## config.mk

```make
export PLATFORM = sky130hd
export DESIGN_NAME = gpio_irq_bank
export DESIGN_NICKNAME = d
export VERILOG_FILES = /design/src/rtl/gpio_bank_pkg.sv /design/src/rtl/gpio_in_path.sv /design/src/rtl/gpio_blink_gen.sv /design/src/rtl/gpio_irq_combine.sv /design/src/rtl/gpio_irq_bank.sv
export SDC_FILE = /design/constraint.sdc
export NUM_CORES = 1
export LEC_CHECK = 0
export ABC_AREA = 1
export BUFFER_PORTS_ARGS = -buffer_cell sky130_fd_sc_hd__buf_2
export CAP_MARGIN = 40
export CORE_MARGIN = 4
export CORE_UTILIZATION = 63
export CTS_CLUSTER_DIAMETER = 100
export DETAILED_ROUTE_END_ITERATION = 7
export HOLD_SLACK_MARGIN = 0.02
export PLACE_DENSITY = 0.85
export REMOVE_ABC_BUFFERS = 1
export SLEW_MARGIN = 20
export SYNTH_ARGS = -nofsm -noshare
export SYNTH_HDL_FRONTEND = slang
export SYNTH_HIERARCHICAL = 1
export SYNTH_SLANG_ARGS = --single-unit
```

## constraint.sdc

```tcl
create_clock -name clk -period 2.8 [get_ports clk]
set_clock_uncertainty 0.15 [all_clocks]
set_input_delay 0 -clock clk [delete_from_list [all_inputs] [get_ports clk]]
set_output_delay 0 -clock clk [all_outputs]
set_load 0.05 [all_outputs]
```

## src/rtl/gpio_bank_pkg.sv

```systemverilog
// Shared register offsets of the GPIO bank.
// Assumes word-aligned byte offsets; any other offset is unmapped.
package gpio_bank_pkg;
    localparam int OFS_DRIVE    = 'h00;
    localparam int OFS_DIR      = 'h04;
    localparam int OFS_FLASH    = 'h08;
    localparam int OFS_INVERT   = 'h0C;
    localparam int OFS_SENSE    = 'h10;
    localparam int OFS_LATCH    = 'h14;
    localparam int OFS_LATCH_EN = 'h18;
    localparam int OFS_LEVEL_EN = 'h1C;
endpackage

```

## src/rtl/gpio_in_path.sv

```systemverilog
// Input path: two-flop synchroniser, polarity XOR, rising-edge detect.
// Assumes pad_in is asynchronous; rise is a one-cycle pulse per pin.
module gpio_in_path #(
    parameter int PINS = 32
) (
    input  logic            clk,
    input  logic            rst_n,
    input  logic [PINS-1:0] pad_in,
    input  logic [PINS-1:0] invert,
    output logic [PINS-1:0] sense,
    output logic [PINS-1:0] rise
);
    logic [PINS-1:0] meta_q, sync_q, prev_q;

    // Resynchronise pads and remember the previous corrected value.
    always_ff @(posedge clk) begin
        if (!rst_n) begin
            meta_q <= '0;
            sync_q <= '0;
            prev_q <= '0;
        end else begin
            meta_q <= pad_in;
            sync_q <= meta_q;
            prev_q <= sense;
        end
    end

    // Apply polarity and flag corrected 0-to-1 transitions.
    always_comb begin
        sense = sync_q ^ invert;
        rise  = sense & ~prev_q;
    end
endmodule

```

## src/rtl/gpio_blink_gen.sv

```systemverilog
// Free-running square wave, high and low for HALF cycles each.
// Assumes HALF >= 1; the wave starts low after reset.
module gpio_blink_gen #(
    parameter int HALF = 6
) (
    input  logic clk,
    input  logic rst_n,
    output logic wave
);
    localparam int CW = (HALF > 1) ? $clog2(HALF) : 1;
    localparam logic [CW-1:0] LAST = CW'(HALF - 1);

    logic [CW-1:0] cnt_q;

    // Count HALF cycles and flip the wave at each wrap.
    always_ff @(posedge clk) begin
        if (!rst_n) begin
            cnt_q <= '0;
            wave  <= 1'b0;
        end else if (cnt_q == LAST) begin
            cnt_q <= '0;
            wave  <= ~wave;
        end else begin
            cnt_q <= cnt_q + 1'b1;
        end
    end

    AST_WAVE_ONLY_AT_WRAP: assert property (@(posedge clk) disable iff (!rst_n)
        (wave != $past(wave)) |-> ($past(cnt_q) == LAST));
endmodule

```

## src/rtl/gpio_irq_combine.sv

```systemverilog
// Per-pin request = level path | edge path; OR-reduced per group of pins.
// Assumes PINS is a multiple of GROUP.
module gpio_irq_combine #(
    parameter int PINS  = 32,
    parameter int GROUP = 8
) (
    input  logic                  clk,
    input  logic                  rst_n,
    input  logic [PINS-1:0]       sense,
    input  logic [PINS-1:0]       level_en,
    input  logic [PINS-1:0]       latch,
    input  logic [PINS-1:0]       latch_en,
    output logic [PINS/GROUP-1:0] irq
);
    localparam int NGRP = PINS / GROUP;

    logic [PINS-1:0] req;

    // Merge level and edge requests per pin.
    always_comb req = (sense & level_en) | (latch & latch_en);

    for (genvar g = 0; g < NGRP; g++) begin : g_grp
        // OR the requests of one group onto its line.
        always_comb irq[g] = |req[g*GROUP +: GROUP];
    end

    AST_MASKED_QUIET: assert property (@(posedge clk) disable iff (!rst_n)
        ((level_en | latch_en) == '0) |-> (irq == '0));
endmodule

```

## src/rtl/gpio_irq_bank.sv

```systemverilog
// GPIO bank top: register file, output drive with blink, edge latch,
// read mux. Assumes single-cycle writes and combinational reads.
module gpio_irq_bank
    import gpio_bank_pkg::*;
#(
    parameter int PINS       = 32,
    parameter int GROUP      = 8,
    parameter int BLINK_HALF = 6,
    parameter int ADDR_W     = 6
) (
    input  logic                  clk,
    input  logic                  rst_n,
    input  logic                  bus_wr,
    input  logic [ADDR_W-1:0]     bus_addr,
    input  logic [PINS-1:0]       bus_wdata,
    output logic [PINS-1:0]       bus_rdata,
    input  logic [PINS-1:0]       pad_in,
    output logic [PINS-1:0]       pad_out,
    output logic [PINS-1:0]       pad_oe,
    output logic [PINS/GROUP-1:0] irq
);
    logic [PINS-1:0] drive_q, dir_q, flash_q, invert_q;
    logic [PINS-1:0] latch_q, latch_en_q, level_en_q;
    logic [PINS-1:0] sense, rise;
    logic            wave;
    logic            wr_latch;

    // Decode the edge latch write strobe.
    always_comb wr_latch = bus_wr && (bus_addr == ADDR_W'(OFS_LATCH));

    // Configuration registers, written whole-word.
    always_ff @(posedge clk) begin
        if (!rst_n) begin
            drive_q    <= '0;
            dir_q      <= '1;
            flash_q    <= '0;
            invert_q   <= '0;
            latch_en_q <= '0;
            level_en_q <= '0;
        end else if (bus_wr) begin
            case (bus_addr)
                ADDR_W'(OFS_DRIVE):    drive_q    <= bus_wdata;
                ADDR_W'(OFS_DIR):      dir_q      <= bus_wdata;
                ADDR_W'(OFS_FLASH):    flash_q    <= bus_wdata;
                ADDR_W'(OFS_INVERT):   invert_q   <= bus_wdata;
                ADDR_W'(OFS_LATCH_EN): latch_en_q <= bus_wdata;
                ADDR_W'(OFS_LEVEL_EN): level_en_q <= bus_wdata;
                default: ;
            endcase
        end
    end

    // Sticky edge latch: write-0 clears, a new edge wins over the clear.
    always_ff @(posedge clk) begin
        if (!rst_n) latch_q <= '0;
        else        latch_q <= (latch_q & (wr_latch ? bus_wdata : '1)) | rise;
    end

    // Pad drive: blink-gated outputs, enables are the inverted direction.
    always_comb begin
        pad_oe  = ~dir_q;
        pad_out = drive_q & (~flash_q | {PINS{wave}});
    end

    // Read mux; unmapped offsets return zero.
    always_comb begin
        case (bus_addr)
            ADDR_W'(OFS_DRIVE):    bus_rdata = drive_q;
            ADDR_W'(OFS_DIR):      bus_rdata = dir_q;
            ADDR_W'(OFS_FLASH):    bus_rdata = flash_q;
            ADDR_W'(OFS_INVERT):   bus_rdata = invert_q;
            ADDR_W'(OFS_SENSE):    bus_rdata = sense;
            ADDR_W'(OFS_LATCH):    bus_rdata = latch_q;
            ADDR_W'(OFS_LATCH_EN): bus_rdata = latch_en_q;
            ADDR_W'(OFS_LEVEL_EN): bus_rdata = level_en_q;
            default:               bus_rdata = '0;
        endcase
    end

    gpio_in_path #(.PINS(PINS)) u_in (
        .clk(clk), .rst_n(rst_n), .pad_in(pad_in), .invert(invert_q),
        .sense(sense), .rise(rise));

    gpio_blink_gen #(.HALF(BLINK_HALF)) u_blink (
        .clk(clk), .rst_n(rst_n), .wave(wave));

    gpio_irq_combine #(.PINS(PINS), .GROUP(GROUP)) u_irq (
        .clk(clk), .rst_n(rst_n), .sense(sense), .level_en(level_en_q),
        .latch(latch_q), .latch_en(latch_en_q), .irq(irq));

    AST_OE_FOLLOWS_DIR: assert property (@(posedge clk) disable iff (!rst_n)
        (bus_wr && bus_addr == ADDR_W'(OFS_DIR)) |=> (pad_oe == ~$past(bus_wdata)));
    AST_SENSE_WRITE_IGNORED: assert property (@(posedge clk) disable iff (!rst_n)
        (bus_wr && bus_addr == ADDR_W'(OFS_SENSE)) |=>
        ($stable(drive_q) && $stable(dir_q) && $stable(invert_q) && $stable(flash_q)));
    AST_LATCH_ONLY_ON_RISE: assert property (@(posedge clk) disable iff (!rst_n)
        1'b1 |=> ((latch_q & ~$past(latch_q) & ~$past(rise)) == '0));
    AST_EDGE_BEATS_CLEAR: assert property (@(posedge clk) disable iff (!rst_n)
        1'b1 |=> (($past(rise) & ~latch_q) == '0));
endmodule

```

==> results.md <==
- Status: finished, final reports clean
- F_max: 394 MHz
- Root Driver: clkbuf_16
- Area contributors post-synth: dfxtp_1 44%, nand2_1 15%, nor2_1 12%
- Fin Hold WS: 56.9 ps
- Share of the synthesized area in the top cell type: 0.441
- Vias in the first global route: 15600
- Post-synthesis instance total: 2271
- CTS Hold Bufs: 107
- P per Cell Area: 572 nW/µm²
- Final Hold Fails: 0
- Sequential element share of the synthesized area: 0.441
- Final Non-Filler Cells: 2842
- Placed Cells: 2677
- Initial antenna violation count: 0
- Setup bufs post-CTS: 0
- # resized after CTS: 0
- CP Class: in2reg
- Max-cap violation count: 0
- Placed Area: 15800 µm²
- WP data required: 3050 ps
- RSZ-0062 raised after global routing: no
- Final Power: 0.0103 W
- Mapped Avg Cell Area: 6.48 µm²
- Multiplexer share of the synthesized area: 0
- Final HPWL DP: 28.6 mm
- Clk_lat worst skew: 520 ps
- Async S/R FF share, synth: 0
- Largest family of logic cells by synthesized area: simple AND/OR/NAND/NOR gates
- Reg2reg setup slack: 1350 ps
- Setup slack after layout: 259 ps
- Least-Margin Pin Slew: 828 ps
- CP Launch Type: input pin
- Row cnt: 55
- Most frequent cells after synthesis: 594 x nand2_1, 462 x nor2_1, 325 x inv_1
- CP arrival: 2790 ps
- Max-slew violations: 0
- Period utilization: 0.907
- DRT iter0 DRCs: 2080
- Largest net degree at the start of global routing: 133
- Vias: 16000
- Fill cell count: 1602
- # nets final: 2583
- Most common cell in the netlist: nand2_1
- Core Footprint: 22800 µm²
- Drt wl/cell: 17.3 µm
- Final Setup Violations: 0
- Synth Area in Adders: 0.00170
- Max VDD drop: 0.412 mV
- Port bufs: 172
- Warnings from Yosys: 6
- Post-synthesis simple-gate area fraction: 0.330
- Post-synth top area cell: dfxtp_1
- DP Worst Slack: 738 ps
- CTS max path bufs: 3
- CTS tree: yes
- Post-route cell area: 18000 µm²
- H-tree depth: 2
- Initial Util: 0.646
- Post-route antenna net violation count: 0
- Post-Synth XOR/XNOR Area: 0
- Worst hold path type: in2reg
- Slew HR: 0.448
- # IOs: 173
- Total clock buffers created by CTS: 35
- Top_reg_cell synth: dfxtp_1
- Crit-path max FO: 32
- Leak Pwr: 9.45 nW
- Crit end category: register
- Placer Congestion: 0.880
- Cell Area, Synth: 14700 µm²
- First-pass DRT Iterations: 6
- Die Wd: 161 µm
- Full die area: 25900 µm²
- Die Span Y: 161 µm
- Clock sinks: 324
- Yosys cell types: 21
- Register area: 6490 µm²
- Diode count: 0
- Wirelength, routed: 49.1 mm
- Detail-routed via count per cell: 5.64
- Tmin final: 2540 ps
- Layout cells sized above 1: 0.114
- DR DRC count: 0
- Synth Register Bits: 324
- Synth Area in Compound Gates: 0.104
- Area growth, synth to finish: 22.6%
- Number of synthesized flops with an enable pin: 0
- Total grt overflow: 0
- First-pass GRT wire length: 77.2 mm
- Clock Pin Slew Worst Setup and Hold Paths: 60 ps
- Total Routing Usage GR: 0.366
- Area of the multi-input gates: 6440 µm²
-- logic make-up after synthesis --
family / count (synthesis)
AOI/OAI and AO/OA: 289
and+or+nand+nor: 1206
adders and majority gates: 2
buffers and inverters: 450
DFF: 324
-- area by class of cell --
type | count | area share
Tap cell | 313 | 0.0217
Clock buffer | 54 | 0.0615
Clock inverter | 4 | 0.00389
Sequential cell | 324 | 0.360
Multi-Input combinational cell | 1497 | 0.357
Inverter | 329 | 0.0685
Timing Repair Buffer | 321 | 0.128
-- state kept, by name (all words and copies together) (netlist names) --
| signal | cells |
|---|---|
| u_in/sync_q | 32 |
| flash_q | 32 |
| dir_q | 32 |
| latch_q | 32 |
| u_in/meta_q | 32 |
| drive_q | 32 |
| latch_en_q | 32 |
| u_blink/cnt_q | 3 |
| level_en_q | 32 |
| u_in/prev_q | 32 |
| u_blink/wave | 1 |
| invert_q | 32 |
-- path summary, 6_finish.rpt --
check	startpoint	cells after the start	endpoint
hold reg to reg	u_in/meta_q[5]$_SDFF_PN0_	2	u_in/sync_q[5]$_SDFF_PN0_
setup / recovery	bus_wr	10	flash_q[22]$_SDFFE_PN0P_
hold / removal	pad_in[27]	4	u_in/meta_q[27]$_SDFF_PN0_
setup reg to reg	flash_q[16]$_SDFFE_PN0P_	3	flash_q[16]$_SDFFE_PN0P_
-- per-stage QoR --
| stage | setup TNS (ps) | util |
|---|---|---|
| 6_report | 0 | 0.792 |
| 3_5_place_dp | 0 | 0.693 |
| 2_1_floorplan | -97710 | - |
| 5_1_grt | 0 | 0.792 |
| 4_1_cts | 0 | 0.792 |
| 3_3_place_gp | 0 | 0.693 |
-- critical path, stage by stage --
cell,delay (ps)
dlygate4sd3_1,520
buf_2,390
inv_1,140
nor3_4,210
buf_4,290
inv_1,70
buf_4,310
nor2_1,190
nor2_1,60
dlygate4sd3_1,560
-- layout by cell type (no fill, tap or decap), types with 3 or more instances in the layout --
cell and count:
dfxtp_1 324, nand2_2 5, a21oi_1 65, nor2_2 3
o21ai_0 192, buf_4 38, dlygate4sd3_1 107, buf_12 4
nand2_1 594, o211ai_1 32, inv_2 4, nor2_1 460
nor2_4 7, clkbuf_8 12, clkbuf_1 5, buf_2 171
nand3_1 66, inv_1 325, nand4_1 69, clkbuf_16 37
-- power breakdown --
group | internal (W) | switching (W)
clock | 0.00289 | 0.00185
combinational | 0.000266 | 0.000513
sequential | 0.00472 | 0.0000642
-- layer usage --
metal | global-route usage | part of all wire
met5 | 0 | 0
met4 | 0.207 | 0.060
met3 | 0.0775 | 0.12
met2 | 0.608 | 0.46
met1 | 0.443 | 0.37
Power figures use the tool's default switching activity.
